### src/rtl/cid_watchdog.sv
module cid_watchdog #(
    parameter int unsigned TMO_MS = 700
) (
    input  logic clk,
    input  logic rst_n,
    input  logic run_i,
    input  logic kick_i,
    input  logic tick_i,
    output logic expire_o
);
    localparam int unsigned CW = (TMO_MS < 2) ? 1 : $clog2(TMO_MS + 1);
    localparam logic [CW-1:0] LAST = CW'(TMO_MS - 1);

    logic [CW-1:0] cnt_d, cnt_q;

    always_comb begin
        expire_o = run_i && !kick_i && tick_i && (cnt_q == LAST);
        cnt_d    = cnt_q;
        if (!run_i || kick_i || expire_o) begin
            cnt_d = '0;
        end else if (tick_i) begin
            cnt_d = cnt_q + 1'b1;
        end
    end

    always_ff @(posedge clk) begin
        if (!rst_n) begin
            cnt_q <= '0;
        end else begin
            cnt_q <= cnt_d;
        end
    end
endmodule

### config.mk
export PLATFORM = sky130hd
export DESIGN_NAME = cid_watchdog
export DESIGN_NICKNAME = d
export VERILOG_FILES = /design/src/rtl/cid_watchdog.sv
export SDC_FILE = /design/constraint.sdc
export NUM_CORES = 1
export LEC_CHECK = 0
export BUFFER_PORTS_ARGS = -buffer_cell sky130_fd_sc_hd__buf_2
export CAP_MARGIN = 10
export CELL_PAD_IN_SITES_DETAIL_PLACEMENT = 1
export CELL_PAD_IN_SITES_GLOBAL_PLACEMENT = 1
export CORE_AREA = 2 2 39 41
export DETAILED_ROUTE_END_ITERATION = 10
export DIE_AREA = 0 0 41 43
export PLACE_DENSITY = 0.77
export SYNTH_ARGS = -nofsm -noshare
export SYNTH_HDL_FRONTEND = slang
export SYNTH_SLANG_ARGS = --single-unit
### constraint.sdc
create_clock -name clk -period 5.5 [get_ports clk]
set_clock_uncertainty 0.2 [all_clocks]
set_input_delay 0.825 -clock clk [delete_from_list [all_inputs] [get_ports clk]]
set_output_delay 0.825 -clock clk [all_outputs]
set_load 0.03 [all_outputs]
Word level (Yosys, flattened, before mapping) --
Cells that the tools add are included. W data, S select, Z words.
Storage, ports and cells: bits in latches 0, RAM bits 0, word-level logic and storage cells 12, flip-flop bits (word level) 10, bits in read-only memories 0, input port bits 5, output and inout port bits 1, memories kept 0
Cells by class: div/mod/pow operators 0, equal/unequal tests 1, multipliers 0, muxes and demuxes 0, bitwise operators 1, reductions and logical operators 8, shift-type cells 0, add/sub/neg operators 1, magnitude comparators 0
Operator list (count):
- $add A10 B1 Y10 const B | 1
- $eq A10 B10 Y1 const B | 1
- $logic_and A1 B1 Y1 | 3
- $logic_not A1 Y1 | 2
- $logic_or A1 B1 Y1 | 2
- $reduce_or A2 Y1 | 1
- $not A1 Y1 | 1

Logic depth before layout (Yosys ltp) --
depth after elaboration 6, mapped depth 4, depth with buffers taken out 4

Least setup slack after synthesis --
Ideal clock, no wire load.
path kind input-to-output, start input port tick_i, end output port expire_o, setup slack 2.405 ns, required time 4.475 ns, path buffers 1, data arrival time 2.070 ns, stages on the path 4, path through buf_2 nand3_2 or4_4 nor3b_2
On the way: word-level cells in the longest chain between the ends 2
Ends and longest elaborated chain:
- start: declaration | line 8 | input logic tick_i,
- $logic_and A1 B1 Y1 (2 in series) | line 17 | expire_o = run_i && !kick_i && tick_i && (cnt_q == LAST);
- end: declaration | line 9 | output logic expire_o
Every way passes these cells.

Final worst setup path --
Same ends and word-level chain as after synthesis.

==> flow_summary.ini <==
[status]
status = finished clean

[worst_setup_path]
cp-end-kind = output pin
critical_path.max_fanout = 6
worstPathArrival_ns = 2.02
crit_type = in2out
reg2reg_from = cnt_q[0]
startpoint = tick_i
rrSetupSlack_ns = 3.64
crit_required_ns = 4.47
start_kind = primary input

[grt]
antenna_found_initial = 0
grt_max_degree = 11
grt_pass1_wl_um = 1790
overflow = 0
grt_pass1_vias = 433
track_usage_pct = 15.7

[synthesis]
yosys-top-cells-area = dfxtp_1, o41ai_4, xor2_1
synthesis.area_sq_um = 512
synth_nets = 58
synth_warnings = 0
ys_types = 22
synth_edf_count = 0
avgSynthCellArea_sq_um = 9.84
synth_seq_area_share_pct = 39.1
synth-seq-cells = 10
postSynth.asyncResetShare_pct = 0
synth_ff_type = dfxtp_1
yosysMostFrequentCell = dfxtp_1
synth_common_cells = dfxtp_1, nor2_1
syn_inst = 52
yosys.area.top_type = dfxtp_1
synth_top_area_share_pct = 39.1

[timing]
fin_crit_sh_pct = 55.3
hold_ws_ns = 0.298
post-route-min-period_ns = 3.04
setup_violations = 0
drv_slew = 0
relSlewSlack_pct = 57.3
rsz0062_at_grt = no
finalSetupTns_ns = 0
worst_slew_pin_slew_ns = 0.638
max_freq_mhz = 329
finalHoldViolCount = 0

[cts]
clock_sinks = 10
cts_buffer_depth = 2
tritoncts = done
ctsHoldBuffers = 0
cts.clk_slew.worst_paths_ns = 0.06
cts_root_buf = clkbuf_4
cts_made_buffers = 3
cts_resized = 0
cts_setup_buffers = 0
clk_latency_ns = 0.27
htreeDepth = 1

[route]
first_pass_iters = 2
wire_per_inst_um = 13.4
routedLengthMet1_um = 439
met3WireLength_um = 44
vias_per_cell = 5.68
wl_met2_um = 492
routed-via-count = 426
drtIter0Drc = 3
drc_errors = 0
routed_wl_um = 1010
ant_nets = 0
top_layer = met4

[pwr]
irDropWorstVdd_mv = 0.103
p_leak_nw = 0.195
p_per_area_nw_per_um2 = 223

[hold_path]
min_from = cnt_q[9]
hp-class = reg2reg

[die]
num_rows = 14
dieArea_sq_um = 1760
start_util_pct = 37.0
die_y_um = 43
die_w_um = 41
pin_count = 6
core_area_sq_um = 1380

[cells_and_area]
multi_input_area_sq_um = 307
fin_nets = 67
largest_reg_flops = 10
nFillCells = 171
area_delta_synth_final_pct = 12.2
register_area_sq_um = 200
top_register = cnt_q
reg.largest.list = cnt_q x10
postLayoutCoreUtil_pct = 41.5
drive_gt1_share_pct = 27.1
antenna_cells = 0

[placement]
routabilityCongestion = 0.664
hpwl_um = 758
io_buffers = 5

[job]
max_cap_violations = 0
## through the flow
stage | cells | cell area [sq um] | power (mW) | setup slack, ns
after floorplan | 52 | 512 | 0.0781 | 2.41
after global placement | 72 | 552 | 0.0797 | 2.48
after detailed placement | 72 | 552 | 0.0799 | 2.46
after CTS | 75 | 574 | 0.132 | 2.45
after global routing | 75 | 574 | 0.134 | 2.36
final | 75 | 574 | 0.128 | 2.46
## logic make-up (layout without fill, tap and decap cells)
family,after synthesis,in the layout,share of synthesized area [%]
muxes,1,1,1.96
and+or+nand+nor,24,24,32.3
DFF,10,10,39.1
adders and majority gates,1,1,2.44
buffers and inverters,1,8,0.977
AOI/OAI and AO/OA,11,11,16.4
xor gates and xnor gates,4,4,6.85
## metal layers
metal / global-route usage [%] / vias up
met3: 3.14 / 4
li1: - / 210
met1: 17.3 / 204
met4: 14.0 / 0
met2: 23.8 / 8
met5: 0 / -
## worst max-delay path, cell delays in order
cell and delay, ns:
buf_2 0.16, nand3_2 0.12, or4_4 0.53, nor3b_2 0.17, buf_2 0.21
## where the power goes
part / switching, mW / internal [mW] / total, mW
clock network: 0.0246 / 0.0253 / 0.0499
registers: 0.000276 / 0.0726 / 0.0729
logic: 0.00267 / 0.00260 / 0.00527
## layout by cell type (no fill, tap or decap), drive strengths merged
cell type and n:
ha 1, buf 5, o31ai 1, nor3b 1, nand4 4, nand2b 1, mux2i 1, a21oi 5
xnor2 1, and3b 1, or3 4, or4 2, nand4b 1, nand3 1, o21ai 4, nor2 5
nand2 4, dfxtp 10, xor2 3, clkbuf 3, o41ai 1
## layout make-up
| type | count | area share (%) |
|---|---|---|
| Clock buffer | 3 | 3.92 |
| Sequential cell | 10 | 34.9 |
| Timing Repair Buffer | 5 | 4.36 |
| Tap cell | 16 | 3.49 |
| Multi-Input combinational cell | 41 | 53.4 |
## path summary, 6_finish.rpt
kind,end,depth (start not counted)
setup / recovery,expire_o,5
hold / removal,cnt_q[9],2
setup reg to reg,cnt_q[5],4
hold reg to reg,cnt_q[9],2
Note: power is estimated with default switching activity, not from simulation.
